## config.mk

```make
export PLATFORM = sky130hd
export DESIGN_NAME = flash_cmd_decoder
export DESIGN_NICKNAME = d
export VERILOG_FILES = /design/src/rtl/flash_cmd_pkg.sv /design/src/rtl/wr_strobe_filter.sv /design/src/rtl/cmd_seq_fsm.sv /design/src/rtl/id_code_rom.sv /design/src/rtl/flash_cmd_decoder.sv
export SDC_FILE = /design/constraint.sdc
export NUM_CORES = 1
export LEC_CHECK = 0
export BUFFER_PORTS_ARGS = -buffer_cell sky130_fd_sc_hd__buf_4
export CAP_MARGIN = 15
export CORE_ASPECT_RATIO = 1.2
export CORE_UTILIZATION = 40
export CTS_BUF_LIST = sky130_fd_sc_hd__clkbuf_8
export DETAILED_ROUTE_END_ITERATION = 10
export PLACE_DENSITY_LB_ADDON = 0.25
export RECOVER_POWER = 50
export SLEW_MARGIN = 5
export SYNTH_ARGS = -nofsm -noshare
export SYNTH_HDL_FRONTEND = slang
export SYNTH_SLANG_ARGS = --single-unit
```

## constraint.sdc

```tcl
create_clock -name clk_i -period 2.6 [get_ports clk_i]
set_clock_uncertainty 0.05 [all_clocks]
set_input_delay 0.26 -clock clk_i [delete_from_list [all_inputs] [get_ports clk_i]]
set_output_delay 0.26 -clock clk_i [all_outputs]
set_load 0.1 [all_outputs]
```

## src/rtl/flash_cmd_pkg.sv

```systemverilog
package flash_cmd_pkg;
  localparam int CMD_AW = 15;

  localparam logic [CMD_AW-1:0] UNLK_A = 15'h5555;
  localparam logic [CMD_AW-1:0] UNLK_B = 15'h2AAA;

  localparam logic [7:0] B_AA    = 8'hAA;
  localparam logic [7:0] B_55    = 8'h55;
  localparam logic [7:0] B_PROG  = 8'hA0;
  localparam logic [7:0] B_IDIN  = 8'h90;
  localparam logic [7:0] B_IDOUT = 8'hF0;
  localparam logic [7:0] B_ERASE = 8'h80;
  localparam logic [7:0] B_CHIP  = 8'h10;
  localparam logic [7:0] B_SECT  = 8'h30;
  localparam logic [7:0] B_LOCK  = 8'h40;

  localparam logic [15:0] MFR_CODE = 16'h00DA;
  localparam logic [15:0] DEV_CODE = 16'h003E;

  typedef enum logic [2:0] {
    S_IDLE, S_U1, S_U2, S_PROG, S_E3, S_E4, S_E5
  } seq_st_e;

  typedef struct packed {
    logic chip;
    logic sect;
    logic prog;
    logic lock;
    logic id_in;
    logic id_out;
  } cmd_pulse_t;
endpackage

```

## src/rtl/wr_strobe_filter.sv

```systemverilog
module wr_strobe_filter #(
  parameter int MIN_CLKS = 3,
  parameter int AW       = 17,
  parameter int DW       = 16
) (
  input  logic          clk_i,
  input  logic          rst_ni,
  input  logic          wr_i,
  input  logic [AW-1:0] addr_i,
  input  logic [DW-1:0] data_i,
  output logic          ev_o,
  output logic [AW-1:0] ev_addr_o,
  output logic [DW-1:0] ev_data_o
);
  localparam int CW = $clog2(MIN_CLKS + 1);
  localparam logic [CW-1:0] CNT_SAT = CW'(MIN_CLKS);
  localparam logic [CW-1:0] CNT_HIT = CW'(MIN_CLKS - 1);

  logic [CW-1:0] run_q;

  always_ff @(posedge clk_i or negedge rst_ni) begin
    if (!rst_ni) begin
      run_q     <= '0;
      ev_o      <= 1'b0;
      ev_addr_o <= '0;
      ev_data_o <= '0;
    end else begin
      ev_o <= 1'b0;
      if (!wr_i) begin
        run_q <= '0;
      end else begin
        if (run_q != CNT_SAT) run_q <= run_q + 1'b1;
        // fire once, on the MIN_CLKS-th high clock
        if (run_q == CNT_HIT) begin
          ev_o      <= 1'b1;
          ev_addr_o <= addr_i;
          ev_data_o <= data_i;
        end
      end
    end
  end
endmodule

```

## src/rtl/cmd_seq_fsm.sv

```systemverilog
module cmd_seq_fsm
  import flash_cmd_pkg::*;
#(
  parameter int AW = 17,
  parameter int DW = 16
) (
  input  logic          clk_i,
  input  logic          rst_ni,
  input  logic          ev_i,
  input  logic [AW-1:0] ev_addr_i,
  input  logic [DW-1:0] ev_data_i,
  input  logic          rd_i,
  output cmd_pulse_t    pulse_o,
  output logic          id_mode_o,
  output logic [AW-1:0] cmd_addr_o,
  output logic [DW-1:0] cmd_data_o
);
  seq_st_e    st_q, st_d;
  cmd_pulse_t pulse_d;
  logic       mode_d;
  logic       latch_d;

  logic [CMD_AW-1:0] ca;
  logic [7:0]        cb;
  logic              at_a, at_b;

  assign ca   = ev_addr_i[CMD_AW-1:0];
  assign cb   = ev_data_i[7:0];
  assign at_a = (ca == UNLK_A);
  assign at_b = (ca == UNLK_B);

  always_comb begin
    st_d    = st_q;
    pulse_d = '0;
    mode_d  = id_mode_o;
    latch_d = 1'b0;
    if (rd_i) begin
      st_d = S_IDLE;
    end else if (ev_i) begin
      st_d = S_IDLE;
      unique case (st_q)
        S_IDLE: begin
          if (at_a && cb == B_AA) begin
            st_d = S_U1;
          end else if (cb == B_IDOUT) begin
            pulse_d.id_out = 1'b1;
            mode_d         = 1'b0;
          end
        end
        S_U1: if (at_b && cb == B_55) st_d = S_U2;
        S_U2: begin
          if (at_a) begin
            unique case (cb)
              B_PROG:  st_d = S_PROG;
              B_ERASE: st_d = S_E3;
              B_IDIN: begin
                pulse_d.id_in = 1'b1;
                mode_d        = 1'b1;
              end
              B_IDOUT: begin
                pulse_d.id_out = 1'b1;
                mode_d         = 1'b0;
              end
              default: ;
            endcase
          end
        end
        S_PROG: begin
          pulse_d.prog = 1'b1;
          latch_d      = 1'b1;
        end
        S_E3: if (at_a && cb == B_AA) st_d = S_E4;
        S_E4: if (at_b && cb == B_55) st_d = S_E5;
        S_E5: begin
          if (cb == B_SECT) begin
            pulse_d.sect = 1'b1;
            latch_d      = 1'b1;
          end else if (at_a && cb == B_CHIP) begin
            pulse_d.chip = 1'b1;
          end else if (at_a && cb == B_LOCK) begin
            pulse_d.lock = 1'b1;
          end
        end
        default: st_d = S_IDLE;
      endcase
    end
  end

  always_ff @(posedge clk_i or negedge rst_ni) begin
    if (!rst_ni) begin
      st_q       <= S_IDLE;
      pulse_o    <= '0;
      id_mode_o  <= 1'b0;
      cmd_addr_o <= '0;
      cmd_data_o <= '0;
    end else begin
      st_q      <= st_d;
      pulse_o   <= pulse_d;
      id_mode_o <= mode_d;
      if (latch_d) begin
        cmd_addr_o <= ev_addr_i;
        cmd_data_o <= ev_data_i;
      end
    end
  end
endmodule

```

## src/rtl/id_code_rom.sv

```systemverilog
module id_code_rom
  import flash_cmd_pkg::*;
#(
  parameter int AW = 17,
  parameter int DW = 16
) (
  input  logic          id_mode_i,
  input  logic          rd_i,
  input  logic [AW-1:0] addr_i,
  output logic          drive_o,
  output logic [DW-1:0] data_o
);
  localparam logic [AW-1:0] ADR_MFR = AW'(0);
  localparam logic [AW-1:0] ADR_DEV = AW'(1);

  always_comb begin
    drive_o = id_mode_i && rd_i;
    data_o  = '0;
    if (drive_o) begin
      if (addr_i == ADR_MFR)      data_o = DW'(MFR_CODE);
      else if (addr_i == ADR_DEV) data_o = DW'(DEV_CODE);
    end
  end
endmodule

```

## src/rtl/flash_cmd_decoder.sv

```systemverilog
module flash_cmd_decoder
  import flash_cmd_pkg::*;
#(
  parameter int ADDR_W      = 17,
  parameter int DATA_W      = 16,
  parameter int MIN_WR_CLKS = 3
) (
  input  logic              clk_i,
  input  logic              rst_ni,
  input  logic              wr_i,
  input  logic              rd_i,
  input  logic [ADDR_W-1:0] addr_i,
  input  logic [DATA_W-1:0] data_i,
  output logic              chip_erase_o,
  output logic              sector_erase_o,
  output logic              word_prog_o,
  output logic              boot_lock_o,
  output logic              id_enter_o,
  output logic              id_leave_o,
  output logic [ADDR_W-1:0] cmd_addr_o,
  output logic [DATA_W-1:0] cmd_data_o,
  output logic              id_mode_o,
  output logic              id_drive_o,
  output logic [DATA_W-1:0] id_data_o
);
  logic              ev;
  logic [ADDR_W-1:0] ev_addr;
  logic [DATA_W-1:0] ev_data;
  cmd_pulse_t        pulse;

  wr_strobe_filter #(
    .MIN_CLKS(MIN_WR_CLKS), .AW(ADDR_W), .DW(DATA_W)
  ) u_filt (
    .clk_i, .rst_ni, .wr_i, .addr_i, .data_i,
    .ev_o(ev), .ev_addr_o(ev_addr), .ev_data_o(ev_data)
  );

  cmd_seq_fsm #(.AW(ADDR_W), .DW(DATA_W)) u_fsm (
    .clk_i, .rst_ni,
    .ev_i(ev), .ev_addr_i(ev_addr), .ev_data_i(ev_data),
    .rd_i,
    .pulse_o(pulse), .id_mode_o, .cmd_addr_o, .cmd_data_o
  );

  id_code_rom #(.AW(ADDR_W), .DW(DATA_W)) u_rom (
    .id_mode_i(id_mode_o), .rd_i, .addr_i,
    .drive_o(id_drive_o), .data_o(id_data_o)
  );

  assign chip_erase_o   = pulse.chip;
  assign sector_erase_o = pulse.sect;
  assign word_prog_o    = pulse.prog;
  assign boot_lock_o    = pulse.lock;
  assign id_enter_o     = pulse.id_in;
  assign id_leave_o     = pulse.id_out;
endmodule

```

**Word level (Yosys, flattened, before mapping)**

Cells that the tools add are included.

- Bits in registers: 79
- Input port bits: 37

- Add/subtract/negate cells: 1
- Eq/ne operators: 25
- Mux-type cells: 41
- Bitwise gates (word level): 1
- Reduce and logical (&&, ||, !) cells: 11

Operators by type and width:

| cell | number |
|---|---|
| $eq 8x8->1 const B | 5 |
| $mux 16 | 2 |
| $mux 1 | 20 |
| $mux 6 | 3 |
| $eq 17x1->1 const B | 1 |
| $logic_not 17->1 | 1 |
| $eq 8x7->1 const B | 2 |
| $eq 15x14->1 const B | 1 |
| $eq 15x15->1 const B | 1 |
| $mux 3 | 5 |
| $pmux 3 s5 | 1 |
| $mux 2 | 5 |
| $eq 3x3->1 const B | 3 |
| $eq 8x5->1 const B | 1 |
| $eq 8x6->1 const B | 1 |
| $pmux 1 s2 | 4 |
| $reduce_and 7->1 | 1 |
| $eq 3x2->1 const B | 2 |
| $ne 2x1->1 const B | 3 |
| $pmux 3 s2 | 1 |
| $logic_and 1x1->1 | 5 |
| $ne 2x2->1 const B | 2 |
| $reduce_bool 2->1 | 2 |
| $eq 3x1->1 const B | 1 |
| other kinds (6) | 6 |

**Longest topological paths before layout**

Gate-level depths: netlist (run 1).

- Word-level depth: 8
- Mapped depth: 6

**Modules after synthesis**

A second synthesis (run 1) with hierarchy kept.

- Cells, all modules: 244
- Area total of the unflattened synthesis: 3564.7 µm²

Modules (own cells, without submodules):

| module | instances | cells an instance | area each (µm²) |
|---|---|---|---|
| cmd_seq_fsm | 1 | 137 | 1883.1 |
| wr_strobe_filter | 1 | 82 | 1491.4 |
| id_code_rom | 1 | 25 | 190.2 |

**Worst setup path after synthesis (run 1)**

Ideal clock, no wire load.

- Path type: register -> output
- Start point: register u_fsm.id_mode_o
- End point: output id_data_o[5]
- Data arrival time: 4693 ps
- Slack: -2403 ps
- Stages on the path, launching flop included: 6
- Buffers on the path: 1
- Cells stage by stage: dfrtp_1 -> and2_1 -> nand2_1 -> nor2_1 -> and2_1 -> buf_4

- Word-level cells in the longest chain between the ends: 2

RTL lines:

| element | RTL line | text |
|---|---|---|
| from (decl) | cmd_seq_fsm.sv:14 | `output logic id_mode_o,` |
| from (signal assigned) | cmd_seq_fsm.sv:99 | `id_mode_o <= mode_d;` |
| $logic_and 1x1->1 | id_code_rom.sv:17 | `drive_o = id_mode_i && rd_i;` |
| named net id_drive_o | flash_cmd_decoder.sv:23 | `output logic id_drive_o,` |
| $mux 16 | id_code_rom.sv:19 | `if (drive_o) begin` |
| to (decl) | flash_cmd_decoder.sv:24 | `output logic [DATA_W-1:0] id_data_o` |

The timed path passes the listed nets, and every way through them passes these cells.

**Worst setup path after layout (run 1)**

- Start point: register u_filt.ev_data_o[1]
- End point: register u_fsm.cmd_addr_o[14]

- Word-level cells in the longest chain between the ends: 5

RTL lines:

| element | RTL line | text |
|---|---|---|
| from (decl) | wr_strobe_filter.sv:13 | `output logic [DW-1:0] ev_data_o` |
| from (signal assigned) | wr_strobe_filter.sv:37 | `ev_data_o <= data_i;` |
| $eq 8x6->1 | cmd_seq_fsm.sv:75 | `if (cb == B_SECT) begin` |
| $mux 1 | cmd_seq_fsm.sv:75 |  |
| $pmux 1 s2 | cmd_seq_fsm.sv:41 | `unique case (st_q)` |
| $mux 1 | cmd_seq_fsm.sv:39 | `end else if (ev_i) begin` |
| $mux 1 | cmd_seq_fsm.sv:37 | `if (rd_i) begin` |
| to (signal assigned) | cmd_seq_fsm.sv:101 | `cmd_addr_o <= ev_addr_i;` |
| to (decl) | cmd_seq_fsm.sv:15 | `output logic [AW-1:0] cmd_addr_o,` |

Every way passes these cells.
A chain may end at the register's enable or synchronous reset.

==> out/metrics.cfg, run 1 <==
[floorplan]
rows = 36
die_width_um = 86.4
die_area_mm2 = 0.00892
num_io_pins = 94
start_util_pct = 41.7
die_y_um = 103
core-area_mm2 = 0.00820

[yosys]
ys_ff_latch = 79
synthXorXnorAreaFrac_pct = 0.256
synthSimpleGateAreaFrac_pct = 12.3
yosys-mux-area-fraction_pct = 21.1
synthFlopType = dfrtp_1
synthCells = 255
async_reset_ff_share_pct = 100
synth_edf_count = 0
synth_top_family_by_area = multiplexers
syn_area_per_cell_um2 = 13.4
yosysWarnings = 0
post-synth-top-area-cell = dfrtp_1
netlist_area_mm2 = 0.00342
synth.distinct_cells = 39
synthTopCellsByArea = dfrtp_1 (58%), mux2_2 (21%), buf_4 (2.9%)
synth_compound_area_share_pct = 2.64
synthAdderAreaFrac_pct = 0.732
synth_top_area_share_pct = 57.8
ys_seq_area_share_pct = 57.8

[sta]
drv_slew = 80
relSlewSlack_pct = -27.3
fin_crit_sh_pct = 81.6
hold_violations = 0
rsz0062_at_grt = false
setup_slack_ps = 478
worst_pin_slew_ps = 1910
period_needed_ps = 2120
hold-worst-slack_ps = 99.1
clock.fmax_mhz = 471
setup_violations = 0

[grt]
grt_pass1_wl_mm = 11.5
grt_start_max_net_pins = 80
antenna_found_initial = 0
overflow = 0
grt_pass1_vias = 2321
grt_use_total_pct = 17.2

[worst_setup_path]
path_class = flop to flop
crit_path_max_incr_delay_ps = 460
path_cells = nor4_4 -> nand4_1 -> a21oi_4 -> buf_4 -> mux2_2
start_kind = flop
arrival_ps = 2300
critPathRequiredTime_ps = 2780
cp_slowest_cell = dfrtp_1
end_kind = flop
critPathMaxFanout = 10

[clock_tree]
cts_resized = 0
cts_sinks = 79
clkLatencyLatePin_ps = 340
clockBufferDepth = 2
cts_hold_buf = 0
htree_levels = 3
clkTransAtPathRegs_ps = 80
post-cts-setup-buffers = 0
cts_tree = built
cts_buffers = 9
root_buffer = clkbuf_8

[routing]
avgViaCountPerCell = 5.00
ant_nets = 0
drcViolationCount = 0
routed_wl_mm = 7.11
firstDrtPassIters = 4
dr_total_vias = 2294
wl_per_cell_um = 15.5
initialDrtViolationCount = 164

[run_status]
status = complete, but fails checks
violations = max-capacitance violations, max-slew violations

[placement]
post-dp-hpwl_mm = 5.03
dp_slack_ps = 457
io_buffers = 84
gp_congestion = 0.834

[hold_path]
hp-class = input port to flop

[finish]
drive_gt1_share_pct = 45.8
antenna_cells = 0
area_delta_synth_final_pct = 25.8
nets = 379

[power_and_ir_drop]
swShare_pct = 28.7
leakage_nw = 2.04
clockPowerShare_pct = 30.6
combinationalPowerShare_pct = 17.0
p_seq_share_pct = 52.4
total_power_mw = 3.46
p_sw_mw = 0.993
p_per_area_mw_per_mm2 = 804
peakVddDrop_mv = 0.418
internal-power_mw = 2.46

[run]
cap_viol_max_count = 1

through the flow:
step	setup TNS (ps)	utilization, %	std cells	instance area [um^2]
after floorplan	-98.3	-	263	3500
after global placement	0	50.5	443	4140
after detailed placement	0	50.5	443	4140
after CTS	0	53.4	459	4380
after global routing	0	52.4	459	4300
final	0	52.4	459	4300
sequential cells by signal, summed over array words and instances (netlist names):
name and flops:
u_filt.ev_o 1, u_fsm.id_mode_o 1, u_filt.run_q 2, u_filt.ev_data_o 16, u_fsm.st_q 3, u_fsm.pulse_o 6
u_filt.ev_addr_o 17, u_fsm.cmd_addr_o 17, u_fsm.cmd_data_o 16
cells by family after synthesis:
group | Yosys count
AOI/OAI and AO/OA | 13
xor gates and xnor gates | 1
other | 1
and+or+nand+nor | 68
buffers and inverters | 27
adders and majority gates | 2
DFF | 79
muxes | 64
power by group through the flow:
stage	sequential, mW	combinational (mW)	clock, mW
after detailed placement	1.83	0.593	0
after global placement	1.82	0.577	0
after floorplan	1.69	0.509	0
final	1.81	0.587	1.06
after global routing	1.86	0.637	1.15
after CTS	1.81	0.596	1.09
worst max-delay path: cells and delay by family, from the launching register on:
| family | cells | cell delay, ps |
|---|---|---|
| compound gates | 1 | 350 |
| mux | 1 | 350 |
| buf+inv | 1 | 260 |
| simple gates | 2 | 530 |
| flops | 1 | 460 |
path summary, 6_finish.rpt:
check,startpoint,slack [ps],depth (start not counted),to
max,u_filt.ev_data_o[1],480,5,u_fsm.cmd_addr_o[14]
min,data_i[11],100,2,u_filt.ev_data_o[11]
max reg2reg,u_filt.ev_data_o[1],480,5,u_fsm.cmd_addr_o[14]
min reg2reg,u_filt.ev_data_o[12],450,1,u_fsm.cmd_data_o[12]
max in group asynchronous,rst_ni,720,1,u_fsm.id_mode_o
min in group asynchronous,rst_ni,400,1,u_fsm.cmd_data_o[9]
layout make-up:
class / instances / area, um^2
Fill cell: 757 / 3900
Multi-Input combinational cell: 157 / 1340
Sequential cell: 79 / 1980
Clock buffer: 9 / 124
Tap cell: 114 / 143
Clock inverter: 7 / 114
Inverter: 5 / 18.8
Timing Repair Buffer: 88 / 583
placed cells by master, fill, tap and decap left out, types with 6 or more instances in the layout:
cell type,count
buf_4,67
clkbuf_1,20
clkbuf_8,9
conb_1,9
dfrtp_1,78
inv_1,6
mux2_2,64
nand2_1,8
nand3_1,7
nor2_1,8
nor4_1,6
per-layer routing:
layer  up-vias  wire length, um  global-route usage [%]
met5         -                0                       0
met3         9              435                    5.48
met4         0              107                    6.92
met2        74             3590                    28.4
met1      1147             2980                    21.0
li1       1064                -                       -
synthesized netlist by cell type, types with 2 or more instances:
cell / count
a21oi_1: 2
a22o_2: 2
and2_1: 5
and4b_1: 2
buf_4: 13
buf_6: 3
clkbuf_1: 5
dfrtp_1: 79
ha_1: 2
inv_1: 4
mux2_2: 64
nand2_1: 9
nand2b_1: 3
nand3_1: 7
nand4_1: 4
nand4b_1: 3
nor2_1: 9
nor2b_1: 2
nor3_1: 4
nor3b_1: 2
nor4_1: 6
nor4b_1: 4
o21ai_0: 4
or3_1: 2
Note: power is estimated with default switching activity, not from simulation.
==> run 2, diff against run 1 <==
Clock period 2.6 ns to 2.1 ns, I/O delays scaled along.
==> run 2 against run 1 <==
  * The flow now finishes without violations
  * Sequential power rose by 18%
  * Worst setup slack got worse by 350 ps
  * Worst hold slack got worse by 62 ps
  * Via count rose by 0.35%
==> out/metrics.cfg, run 2 (synthesized netlist as in run 1, its figures left out) <==
[power_and_ir_drop]
p_sw_mw = 1.26  ; was 0.993 mW
clockPowerShare_pct = 25.1  ; was 30.6%
leakage_nw = 2.13  ; was 2.04 nW
p_per_area_mw_per_mm2 = 930  ; was 804 mW/mm^2
internal-power_mw = 2.81  ; was 2.46 mW
combinationalPowerShare_pct = 22.2  ; was 17.0%
p_seq_share_pct = 52.7  ; was 52.4%
peakVddDrop_mv = 0.427  ; was 0.418 mV
swShare_pct = 30.9  ; was 28.7%

[floorplan]
rows = 36  ; unchanged
num_io_pins = 94  ; unchanged
core-area_mm2 = 0.00820  ; unchanged
die_y_um = 103  ; unchanged
start_util_pct = 41.7  ; unchanged
die_area_mm2 = 0.00892  ; unchanged
die_width_um = 86.4  ; unchanged

[routing]
firstDrtPassIters = 4  ; unchanged
ant_nets = 0  ; unchanged
avgViaCountPerCell = 4.92  ; was 5.00
routed_wl_mm = 7.00  ; was 7.11 mm
wl_per_cell_um = 15.0  ; was 15.5 um
dr_total_vias = 2302  ; was 2294
drcViolationCount = 0  ; unchanged
initialDrtViolationCount = 100  ; was 164

[sta]
drv_slew = 0  ; was 80
relSlewSlack_pct = 35.7  ; was -27.3%
period_needed_ps = 1970  ; was 2120 ps
setup_violations = 0  ; unchanged
hold_violations = 0  ; unchanged
worst_pin_slew_ps = 965  ; was 1910 ps
rsz0062_at_grt = false  ; unchanged
clock.fmax_mhz = 507  ; was 471 MHz
fin_crit_sh_pct = 94.0  ; was 81.6%
hold-worst-slack_ps = 36.7  ; was 99.1 ps

[finish]
final_cells = 468  ; was 459
area_delta_synth_final_pct = 28.0  ; was 25.8%
antenna_cells = 0  ; unchanged
regArea_mm2 = 0.00198  ; unchanged
largestRegisters = u_filt.ev_addr_o (17), u_fsm.cmd_addr_o (17)  ; unchanged
multiInputGateArea_mm2 = 0.00134  ; unchanged
drive_gt1_share_pct = 53.1  ; was 45.8%
nets = 388  ; was 379
layout_commonest_cell = dfrtp_1  ; unchanged
fill_cells = 779  ; was 757
final_cell_mix = dfrtp_1 (78), buf_4 (71), mux2_2 (64)  ; was dfrtp_1 (78), buf_4 (67), mux2_2 (64)

[placement]
place_inst = 451  ; was 443
post-dp-hpwl_mm = 5.11  ; was 5.03 mm
gp_congestion = 0.910  ; was 0.834
io_buffers = 84  ; unchanged

[clock_tree]
clkLatencyLatePin_ps = 350  ; was 340 ps
cts_sinks = 79  ; unchanged
clkTransAtPathRegs_ps = 80  ; about the same
post-cts-setup-buffers = 0  ; unchanged
clockBufferDepth = 2  ; unchanged
htree_levels = 3  ; unchanged
cts_tree = built  ; unchanged
cts_buffers = 9  ; unchanged
root_buffer = clkbuf_8  ; unchanged

[run]
cap_viol_max_count = 0  ; was 1

[grt]
grt_pass1_wl_mm = 11.3  ; was 11.5 mm
overflow = 0  ; unchanged
antenna_found_initial = 0  ; unchanged
grt_pass1_vias = 2320  ; was 2321
grt_use_total_pct = 16.7  ; was 17.2%
grt_start_max_net_pins = 42  ; was 80

[worst_setup_path]
critPathRequiredTime_ps = 2290  ; was 2780 ps
path_cells = nor4_4 -> nand4_1 -> a21oi_4 -> buf_12 -> mux2_2  ; was nor4_4 -> nand4_1 -> a21oi_4 -> buf_4 -> mux2_2
cp_slowest_cell = dfrtp_1  ; unchanged
arrival_ps = 2160  ; was 2300 ps
crit_path_max_incr_delay_ps = 450  ; was 460 ps
critPathMaxFanout = 16  ; was 10
end_kind = flop  ; unchanged
path_class = flop to flop  ; unchanged
start_kind = flop  ; unchanged

[run_status]
status = completed  ; was complete, but fails checks

[hold_path]
hp-class = input port to flop  ; unchanged

run 2: cell types whose count changed in the layout (fill, tap and decap cells not counted), moves of 3 or more:
cell	previous run	this run
bufinv_16	3	0
clkbuf_2	1	22
buf_12	0	3
buf_4	67	71
clkbuf_1	20	0
run 2: worst paths after layout:
kind	start	to	slack, ps	cells past startpoint
min	data_i[10]	u_filt.ev_data_o[10]	40	2
max reg2reg	u_filt.ev_data_o[0]	u_fsm.cmd_data_o[1]	130	5
min reg2reg	u_filt.ev_data_o[11]	u_filt.ev_data_o[11]	460	1
min in group asynchronous	rst_ni	u_filt.ev_data_o[9]	480	2
max	u_filt.ev_data_o[0]	u_fsm.cmd_data_o[1]	130	5
max in group asynchronous	rst_ni	u_filt.ev_addr_o[6]	770	3
run 2: worst max-delay path, delay by kind of cell, from the launching register on:
kind                   cells  cell delay (ps)
and+or+nand+nor            2              580
DFF                        1              450
muxes                      1              350
AOI/OAI and AO/OA          1              260
buffers and inverters      1              190
run 2: power groups by stage:
| stage | sequential [mW] | combinational (mW) | clock [mW] |
|---|---|---|---|
| 3_5_place_dp | 2.17 | 0.913 | 0 |
| 4_1_cts | 2.14 | 0.917 | 1.05 |
| 3_3_place_gp | 2.16 | 0.888 | 0 |
| 2_1_floorplan | 2.10 | 0.630 | 0 |
| 5_1_grt | 2.20 | 0.983 | 1.11 |
| 6_report | 2.14 | 0.904 | 1.02 |
run 2: per-stage QoR:
step	area [um^2]	power [mW]	TNS [ps]	setup WS [ps]	utilization, %
after floorplan	3500	2.73	-1780	-517	-
after global placement	4240	3.05	0	176	51.7
after detailed placement	4240	3.09	0	120	51.7
after CTS	4430	4.11	0	111	54.0
after global routing	4370	4.29	0	24.3	53.4
final	4370	4.07	0	127	53.4
run 2: area by class of cell:
type | instances | area share [%]
flip-flops and latches | 79 | 45.3
multi-input cells | 157 | 30.5
repair buffers | 97 | 16.3
well taps | 114 | 3.26
clock buffers | 10 | 3.15
clock inverters | 6 | 1.03
inverters | 5 | 0.429
run 2: timing repair:
action                    4_1_cts  5_1_grt
hold endpoints to repair       38        0
hold buffers                    1        0
gates resized for setup         0        0
run 2: per-layer routing:
metal	wire, um	part of all wire (%)	GRT usage, %
met4	166	2.4	8.46
met3	371	5.3	4.68
met2	3510	50	27.3
met1	2950	42	20.6
met5	0	0	0
==> run 3, diff against run 2 <==
Settings changed: BUFFER_PORTS_ARGS -buffer_cell sky130_fd_sc_hd__buf_4 to -buffer_cell sky130_fd_sc_hd__buf_2.
==> run 3 against run 2 <==
  * First-iteration DRC count up 70%
  * Flip-flop and latch count unchanged
  * Sequential share of layout area up 0.59 points
  * Via count rose by 1.0%
  * Non-clock buffer count fell by 1
  * Cell count decreased by 0.21%
  * Critical path type unchanged
  * Critical endpoint unchanged
==> out/metrics.cfg, run 3 (synthesized netlist as in run 1, its figures left out) <==
[run_status]
status = completed  ; unchanged

[finish]
nets = 387  ; was 388
final_util_pct = 52.7  ; was 53.4%
final_cells = 467  ; was 468
largestRegisters = u_filt.ev_addr_o (17), u_fsm.cmd_addr_o (17)  ; unchanged
antenna_cells = 0  ; unchanged
area_delta_synth_final_pct = 26.3  ; was 28.0%
final_cell_mix = dfrtp_1 (78), mux2_2 (64), buf_2 (57)  ; was dfrtp_1 (78), buf_4 (71), mux2_2 (64)
layout_commonest_cell = dfrtp_1  ; unchanged
drive_gt1_share_pct = 47.3  ; was 53.1%

[sta]
hold_violations = 0  ; unchanged
drv_slew = 0  ; unchanged
period_needed_ps = 1950  ; was 1970 ps
rsz0062_at_grt = false  ; unchanged
clock.fmax_mhz = 513  ; was 507 MHz
fin_crit_sh_pct = 92.9  ; was 94.0%
relSlewSlack_pct = 21.4  ; was 35.7%
setup_violations = 0  ; unchanged
worst_pin_slew_ps = 1180  ; was 965 ps

[placement]
place_inst = 450  ; was 451
gp_congestion = 0.914  ; was 0.910
io_buffers = 84  ; unchanged
post-dp-hpwl_mm = 5.08  ; was 5.11 mm

[floorplan]
die_y_um = 103  ; unchanged
start_util_pct = 41.7  ; unchanged
die_width_um = 86.4  ; unchanged
num_io_pins = 94  ; unchanged
die_area_mm2 = 0.00892  ; unchanged
rows = 36  ; unchanged
core-area_mm2 = 0.00820  ; unchanged

[power_and_ir_drop]
p_per_area_mw_per_mm2 = 969  ; was 930 mW/mm^2
internal-power_mw = 2.93  ; was 2.81 mW
clockPowerShare_pct = 27.7  ; was 25.1%
swShare_pct = 30.0  ; was 30.9%
combinationalPowerShare_pct = 20.9  ; was 22.2%
peakVddDrop_mv = 0.462  ; was 0.427 mV
leakage_nw = 2.07  ; was 2.13 nW
p_sw_mw = 1.25  ; was 1.26 mW
p_seq_share_pct = 51.4  ; was 52.7%

[worst_setup_path]
rr_worst_depth = 5  ; unchanged
rrSetupSlack_ps = 150  ; was 130 ps
r2r_end = u_fsm.cmd_data_o[1]  ; unchanged
start_kind = flop  ; unchanged
startpoint = u_filt.ev_data_o[0]  ; unchanged
r2r_start = u_filt.ev_data_o[0]  ; unchanged
arrival_ps = 2140  ; was 2160 ps
path_class = flop to flop  ; unchanged
end_kind = flop  ; unchanged
critPathRequiredTime_ps = 2290  ; about the same
critPathMaxFanout = 16  ; unchanged

[clock_tree]
cts_tree = built  ; unchanged
root_buffer = clkbuf_8  ; unchanged
cts_sinks = 79  ; unchanged
clkLatencyLatePin_ps = 350  ; about the same
cts_buffers = 9  ; unchanged
clkTransAtPathRegs_ps = 80  ; about the same
htree_levels = 3  ; unchanged
clockBufferDepth = 2  ; unchanged
cts_resized = 0  ; unchanged

[routing]
routed_wl_mm = 6.96  ; was 7.00 mm
wl_per_cell_um = 14.9  ; was 15.0 um
dr_total_vias = 2325  ; was 2302
drcViolationCount = 0  ; unchanged
initialDrtViolationCount = 170  ; was 100
avgViaCountPerCell = 4.98  ; was 4.92
firstDrtPassIters = 4  ; unchanged
ant_nets = 0  ; unchanged

[grt]
grt_start_max_net_pins = 42  ; unchanged
overflow = 0  ; unchanged
grt_pass1_vias = 2293  ; was 2320
antenna_found_initial = 0  ; unchanged
grt_pass1_wl_mm = 11.3  ; unchanged
grt_use_total_pct = 17.0  ; was 16.7%

[hold_path]
whs_path_depth = 2  ; unchanged
worstHoldStart = data_i[12]  ; was data_i[10]
hp-class = input port to flop  ; unchanged
min_to = u_filt.ev_data_o[12]  ; was u_filt.ev_data_o[10]

[run]
cap_viol_max_count = 0  ; unchanged

## run 3: changes by cell type in the layout (fill, tap and decap cells not counted), moves of 7 or more
cell      delta
buf_12       +7
buf_2       +57
buf_4       -64
clkbuf_1    +16
clkbuf_2    -21
## run 3: worst max-delay path by stage
stage | end | slack, ps | depth (start not counted)
floorplan | id_data_o[5] | -520 | 5
global placement | u_fsm.cmd_data_o[3] | 170 | 5
detailed placement | u_fsm.cmd_data_o[1] | 130 | 5
CTS | u_fsm.cmd_addr_o[2] | 120 | 5
global route | u_fsm.cmd_addr_o[8] | 10 | 5
finish | u_fsm.cmd_data_o[1] | 150 | 5
## run 3: stage by stage
step           hold slack (ps)  worst slack, ps  setup TNS, ps  power (mW)  cell area [um^2]
2_1_floorplan             -136             -517          -1780        2.73              3500
3_3_place_gp               159              168              0        3.03              4140
3_5_place_dp               170              134              0        3.07              4140
4_1_cts                   11.2              123              0        4.24              4360
5_1_grt                   15.4             11.8              0        4.43              4320
6_report                  33.0              149              0        4.18              4320
## run 3: area by class of cell
cell class                 count  area, um^2
fill                         734        3880
sequential                    79        1980
multi-input combinational    157        1340
timing repair buffer          96         632
clock buffer                  11         151
tap                          114         143
clock inverter                 5        56.3
inverter                       5        18.8
## run 3: layer usage
metal | wire, um | GRT usage, % | vias up
met5 | 0 | 0 | -
li1 | - | - | 1087
met3 | 401 | 5.00 | 11
met1 | 2830 | 20.3 | 1149
met2 | 3590 | 28.4 | 78
met4 | 141 | 8.08 | 0
## run 3: worst max-delay path: stages, from the launching register on
cell and delay, ps:
dfrtp_1 440, nor4_4 360, nand4_1 190, a21oi_4 260, buf_12 190, mux2_2 350
## run 3: power by group through the flow
stage / clock network (mW) / logic, mW / registers [mW]
after floorplan: 0 / 0.630 / 2.10
after global placement: 0 / 0.860 / 2.17
after detailed placement: 0 / 0.883 / 2.18
after CTS: 1.20 / 0.888 / 2.15
after global routing: 1.27 / 0.959 / 2.20
final: 1.16 / 0.873 / 2.15
## run 3: what timing repair did
action / 4_1_cts / 5_1_grt
endpoints found under the setup margin: 0 / 1
buffers inserted: 0 / 0
hold buffers: 1 / 0
endpoints found under the hold margin: 38 / 0
